==> src/rtl/pwm_core_pkg.sv <==
package pwm_core_pkg;
  // strobes from control to the sub-period datapath
  typedef struct packed {
    logic clr;      // lockout: zero count, follow strap
    logic restart;  // period start: zero count, latch strap
    logic adv;      // advance to next sub-period
  } seqStrobe_t;
endpackage

==> src/rtl/pwm_sub_count.sv <==
module pwm_sub_count import pwm_core_pkg::*; #(
  parameter int SUB_LO = 2,
  parameter int SUB_HI = 4,
  localparam int CNT_W = $clog2(SUB_HI)
) (
  input  logic       clk,
  input  logic       rstN,
  input  seqStrobe_t seq,
  input  logic       quadStrap,
  output logic       atLast,
  output logic       nextLast
);
  localparam logic [CNT_W-1:0] LAST_LO = CNT_W'(SUB_LO - 1);
  localparam logic [CNT_W-1:0] LAST_HI = CNT_W'(SUB_HI - 1);

  logic [CNT_W-1:0] subCnt;
  logic             quadActive;
  logic [CNT_W-1:0] lastIdx;
  logic [CNT_W-1:0] subInc;

  always_ff @(posedge clk or negedge rstN) begin
    if (!rstN) begin
      subCnt     <= '0;
      quadActive <= 1'b0;
    end else if (seq.clr || seq.restart) begin
      subCnt     <= '0;
      quadActive <= quadStrap;
    end else if (seq.adv) begin
      subCnt     <= subInc;
    end
  end

  assign lastIdx  = quadActive ? LAST_HI : LAST_LO;
  assign subInc   = subCnt + 1'b1;
  assign atLast   = (subCnt == lastIdx);
  assign nextLast = (subInc == lastIdx);
endmodule

==> src/rtl/pwm_gate_ctrl.sv <==
module pwm_gate_ctrl import pwm_core_pkg::*; (
  input  logic       clk,
  input  logic       rstN,
  input  logic       runEn,
  input  logic       oscTick,
  input  logic       pwmTrip,
  input  logic       ilimTrip,
  input  logic       atLast,
  input  logic       nextLast,
  output seqStrobe_t seq,
  output logic       gateReq,
  output logic       cycleStrobe
);
  logic started;
  logic periodStart;
  logic anyTrip;

  assign anyTrip     = pwmTrip | ilimTrip;
  assign periodStart = runEn & oscTick & (~started | atLast);

  always_comb begin
    seq.clr     = ~runEn;
    seq.restart = periodStart;
    seq.adv     = runEn & oscTick & ~periodStart;
  end

  always_ff @(posedge clk or negedge rstN) begin
    if (!rstN) begin
      started     <= 1'b0;
      gateReq     <= 1'b0;
      cycleStrobe <= 1'b0;
    end else begin
      cycleStrobe <= periodStart;
      if (!runEn) begin
        started <= 1'b0;
        gateReq <= 1'b0;
      end else if (periodStart) begin
        started <= 1'b1;
        gateReq <= ~anyTrip;
      end else if ((seq.adv && nextLast) || anyTrip) begin
        gateReq <= 1'b0;
      end
    end
  end
endmodule

==> src/rtl/pwm_pulse_core.sv <==
module pwm_pulse_core import pwm_core_pkg::*; #(
  parameter int SUB_LO = 2,
  parameter int SUB_HI = 4
) (
  input  logic clk,
  input  logic rstN,
  input  logic oscTick,
  input  logic pwmTrip,
  input  logic ilimTrip,
  input  logic runEn,
  input  logic quadMode,
  output logic gateReq,
  output logic cycleStrobe
);
  seqStrobe_t seq;
  logic atLast;
  logic nextLast;

  pwm_gate_ctrl u_ctrl (
    .clk(clk), .rstN(rstN), .runEn(runEn), .oscTick(oscTick),
    .pwmTrip(pwmTrip), .ilimTrip(ilimTrip), .atLast(atLast),
    .nextLast(nextLast), .seq(seq), .gateReq(gateReq),
    .cycleStrobe(cycleStrobe)
  );

  pwm_sub_count #(.SUB_LO(SUB_LO), .SUB_HI(SUB_HI)) u_cnt (
    .clk(clk), .rstN(rstN), .seq(seq), .quadStrap(quadMode),
    .atLast(atLast), .nextLast(nextLast)
  );
endmodule

==> config.mk <==
export PLATFORM = sky130hd
export DESIGN_NAME = pwm_pulse_core
export DESIGN_NICKNAME = d
export VERILOG_FILES = /design/src/rtl/pwm_core_pkg.sv /design/src/rtl/pwm_sub_count.sv /design/src/rtl/pwm_gate_ctrl.sv /design/src/rtl/pwm_pulse_core.sv
export SDC_FILE = /design/constraint.sdc
export NUM_CORES = 1
export LEC_CHECK = 0
export BUFFER_PORTS_ARGS = -buffer_cell sky130_fd_sc_hd__buf_2
export CAP_MARGIN = 30
export CORE_AREA = 2 2 39 41
export CTS_BUF_LIST = sky130_fd_sc_hd__clkbuf_4
export DETAILED_ROUTE_END_ITERATION = 12
export DIE_AREA = 0 0 41 43
export PLACE_DENSITY_LB_ADDON = 0.15
export SLEW_MARGIN = 25
export SYNTH_ARGS = -nofsm -noshare
export SYNTH_HDL_FRONTEND = slang
export SYNTH_HIERARCHICAL = 1
export SYNTH_SLANG_ARGS = --single-unit
==> constraint.sdc <==
create_clock -name clk -period 1.9 [get_ports clk]
set_input_delay 0.095 -clock clk [delete_from_list [all_inputs] [get_ports clk]]
set_output_delay 0.095 -clock clk [all_outputs]
set_load 0.05 [all_outputs]
* Word-level counts from Yosys, hierarchy flattened
Index checks and enable logic that the tools add are counted.
W data, S select, Z words.
** Storage, ports and cells
- Logic and storage cells :: 31
- Output and inout port bits :: 2
- Input bits :: 7
- Register bits after elaboration :: 6
** Operators by class
- Bitwise operators :: 9
- Equal/unequal tests :: 4
- Add/subtract/negate cells :: 1
- Reduce and logical (&&, ||, !) cells :: 4
- Mux-type cells :: 8
** Operators by type and width (number)
- $mux W2 :: 3
- $mux W1 :: 5
- $eq A2 B2 Y1 :: 2
- $not A1 Y1 :: 4
- $and A1 B1 Y1 :: 3
- $ne A3 B1 Y1 const B :: 1
- $add A2 B1 Y2 const B :: 1
- $logic_or A1 B1 Y1 :: 2
- $ne A2 B1 Y1 const B :: 1
- $or A1 B1 Y1 :: 2
- $reduce_bool A2 Y1 :: 1
- $logic_and A1 B1 Y1 :: 1

* Depth between registers and ports, before layout
- Word-level depth :: 11
- Depth in mapped cells :: 7
- Mapped depth without buffers :: 6

* Hierarchy
Netlist, hierarchy kept.
** Modules (own cells, without submodules)
- pwm_sub_count :: instances 1, sequential area each 75.1 µm², area an instance 155.1 µm², cells an instance 13
- pwm_gate_ctrl :: instances 1, sequential area each 75.1 µm², area an instance 143.9 µm², cells an instance 15

* Worst setup path before layout
OpenSTA, ideal clock, no wires.
- Path type :: register to register
- Start :: reg u_cnt.subCnt[1]
- End :: reg u_cnt.quadActive
- Buffers on the path :: 1
- Slack :: 228 ps
- Data required time :: 1775 ps
- Period minus slack after synthesis :: 1672 ps
- Library setup time :: 125 ps
- Data arrival time :: 1547 ps
- Cell stages (with the launch flop) :: 8
- Path through :: dfrtp_1 -> xnor2_1 -> and2_1 -> nand2b_1 -> nor2b_4 -> buf_4 -> or2_4 -> mux2_4
** Between the ends
- Cells in the longest elaborated chain, start to end :: 4
** Ends and longest elaborated chain
- start, declared :: line pwm_sub_count.sv:16 : logic [CNT_W-1:0] subCnt;
- start signal, assigned :: line pwm_sub_count.sv:29 : subCnt <= subInc;
- $eq A2 B2 Y1 :: line pwm_sub_count.sv:35 : assign atLast = (subCnt == lastIdx);
- via atLast :: line pwm_pulse_core.sv:16 : logic atLast;
- $or A1 B1 Y1 :: line pwm_gate_ctrl.sv:19 : assign periodStart = runEn & oscTick & (~started | atLast);
- $and A1 B1 Y1 :: line pwm_gate_ctrl.sv:19
- via u_ctrl.periodStart :: line pwm_gate_ctrl.sv:15 : logic periodStart;
- $logic_or A1 B1 Y1 :: line pwm_sub_count.sv:25 : end else if (seq.clr || seq.restart) begin
- end signal, assigned :: line pwm_sub_count.sv:27 : quadActive <= quadStrap;
- end, declared :: line pwm_sub_count.sv:17 : logic quadActive;
The timed path passes the listed nets, and every way through them passes these cells.
A chain may end at the register's enable or synchronous reset.

==> results.py <==
metrics = {
    "finish": {
        "drive_above_1_share": 0.4103,
        "fillers": 146,
        "antenna_cells": 0,
        "utilization": 0.2776,
        "nNetsFinal": 48,
        "syn2layout_area_growth_pct": 28.45,
    },
    "clock_network": {
        "clock_path_buffers": 2,
        "clk_pin_slew_ns": 0.04,
        "post_cts_buffers": 0,
        "numCtsBuffers": 3,
        "cts_tree": "built",
        "clock_sinks": 6,
        "htree_levels": 1,
        "cts_resized": 0,
        "cts_root_buf": "clkbuf_4",
        "worstSkewPairLatency_ns": 0.24,
    },
    "timing": {
        "holdWs_ns": 0.09238,
        "setup_slack_ns": 0.2519,
        "max_freq_mhz": 606.7,
        "final.setup_skew_ns": 0.0008822,
        "rsz0062_at_grt": "no",
        "final-max-slew-violation-count": 0,
        "timing.final.crit_share": 0.8674,
        "tightest_slew_ns": 0.2526,
        "finalSetupViolCount": 0,
        "relSlewSlack": 0.8310,
        "hold_viol": 0,
        "finalCriticalPeriod_ns": 1.648,
        "setup_tns_ns": 0,
    },
    "yosys": {
        "syn-num-nets": 35,
        "synth-seq-area-share": 0.5021,
        "synth_area_um2": 299.0,
        "synth_cells": 28,
        "ys_ff_latch": 6,
        "synth_cell_type_count": 17,
        "syn_area_per_cell_um2": 10.68,
        "yosysWarnings": 6,
    },
    "route": {
        "drc": 0,
        "vias": 224,
        "ant_nets": 0,
        "drt-pass1-iter-count": 4,
        "wl_um": 530,
        "wl_per_cell_um": 9.636,
        "viasPerCell": 4.073,
        "drtIter0Drc": 2,
    },
    "setup_path": {
        "required_ns": 2.02,
        "worstSetupPathType": "flop to flop",
        "critPathLaunchType": "flop",
        "cp-end-kind": "flop",
        "cp_max_fo": 3,
        "worstPathArrival_ns": 1.77,
    },
    "floorplan": {
        "die_h_um": 43,
        "die_area_mm2": 0.001763,
        "initial_core_util": 0.2161,
        "coreArea_mm2": 0.001384,
        "rows": 14,
        "ios": 9,
        "die_x_um": 41,
    },
    "power": {
        "irDropWorstVdd_uv": 319.2,
        "total_power_w": 0.0002948,
        "power.leakage_nw": 0.1902,
        "power.density_mw_per_mm2": 767.6,
    },
    "place": {
        "io_buffers": 8,
        "finalWeightedCongestion": 0.7233,
        "pre_cts_slack_ns": 0.2605,
    },
    "job": {
        "drv_cap": 0,
    },
    "global_route": {
        "grt_antenna_before_repair": 0,
        "overflow": 0,
        "grt_pass1_vias": 198,
        "grtUsageTotal": 0.07988,
        "grt_max_degree": 7,
        "grt_pass1_wl_um": 869,
    },
    "hold_path": {
        "hold_class": "input port to flop",
    },
    "run_status": {
        "outcome": "finished, final reports clean",
    },
}
-- registers in the layout, indices dropped and copies added (netlist names) --
signal              flops
u_ctrl/started          1
u_cnt/quadActive        1
u_ctrl/cycleStrobe      1
u_cnt/subCnt            2
u_ctrl/gateReq          1
-- critical path, stage by stage (launching register included) --
cell	delay [ns]
dfrtp_1	0.39
xnor2_1	0.14
and2_1	0.16
nand2b_1	0.15
nor2b_4	0.13
or2_4	0.26
mux2_4	0.29
-- per-layer routing --
metal / wire length [um] / share of wire / track usage / up-vias
li1: - / - / - / 113
met1: 246 / 0.46 / 0.1086 / 102
met2: 254 / 0.48 / 0.09688 / 9
met3: 30 / 0.057 / 0.03141 / 0
met4: 0 / 0 / 0.06000 / 0
met5: 0 / 0 / 0 / -
-- cells by family after synthesis --
kind of cell,synth area share
AO/OA/AOI/OAI,0.09206
multiplexers,0.05019
XOR/XNOR,0.05859
buffers and inverters,0.03765
flip-flops,0.5021
AND/OR/NAND/NOR,0.2595
-- synthesized netlist by cell type, drive strengths merged --
cell    number  area share
xnor2        2       0.059
and2         1       0.021
inv          1       0.013
a21bo        1       0.033
nand2        2       0.033
nand2b       1       0.021
nand3b       1       0.025
mux2         1       0.050
nor2b        2       0.067
or2          1       0.029
o21a         1       0.025
buf          1       0.025
a21oi        2       0.033
dfrtp        6        0.50
nor2         5       0.063
-- metrics by stage --
step	std cells	area, um2
finish	55	384.1
global placement	51	351.6
CTS	55	384.1
floorplan	28	299.0
detailed placement	51	351.6
global route	55	384.1
-- cell usage in the layout, fill, tap and decap left out --
cell	netlist	layout
a21bo_2	1	1
a21oi_1	2	2
and2_1	1	1
buf_2	0	8
clkbuf_4	0	3
dfrtp_1	6	6
dlygate4sd3_1	0	1
inv_1	1	1
mux2_4	1	1
nand2_1	1	1
nand2_2	1	1
nand2b_1	1	1
nand3b_1	1	1
nor2_1	5	5
nor2b_1	1	1
nor2b_4	1	1
o21a_1	1	1
or2_4	1	1
xnor2_1	2	2
-- power breakdown --
part	switching [W]	internal, W
Combinational	0.0000224	0.0000213
Clock	0.0000413	0.0000711
Sequential	0.00000405	0.000135
Total	0.0000678	0.000227
-- final cells by class --
cell class,count,area [um2],area share
clock buffers,3,22.52,0.05863
inverters,1,3.754,0.009772
multi-input cells,20,137.6,0.3583
flip-flops and latches,6,150.1,0.3909
well taps,16,20.02,0.05212
repair buffers,9,50.05,0.1303
-- final timing paths --
check	slack [ns]	end	cells past startpoint	start
min	0.09	u_cnt/quadActive	2	quadMode
max reg2reg	0.25	u_cnt/quadActive	6	u_cnt/subCnt[1]
max	0.25	u_cnt/quadActive	6	u_cnt/subCnt[1]
max in group asynchronous	1.55	u_cnt/quadActive	2	rstN
min reg2reg	0.51	u_ctrl/started	2	u_ctrl/started
min in group asynchronous	0.21	u_ctrl/started	2	rstN
-- what timing repair did --
item	CTS	global route
hold buffers	1	0
hold endpoints to repair	6	0
setup endpoints to repair	0	0
Note: power is estimated with default switching activity, not from simulation.
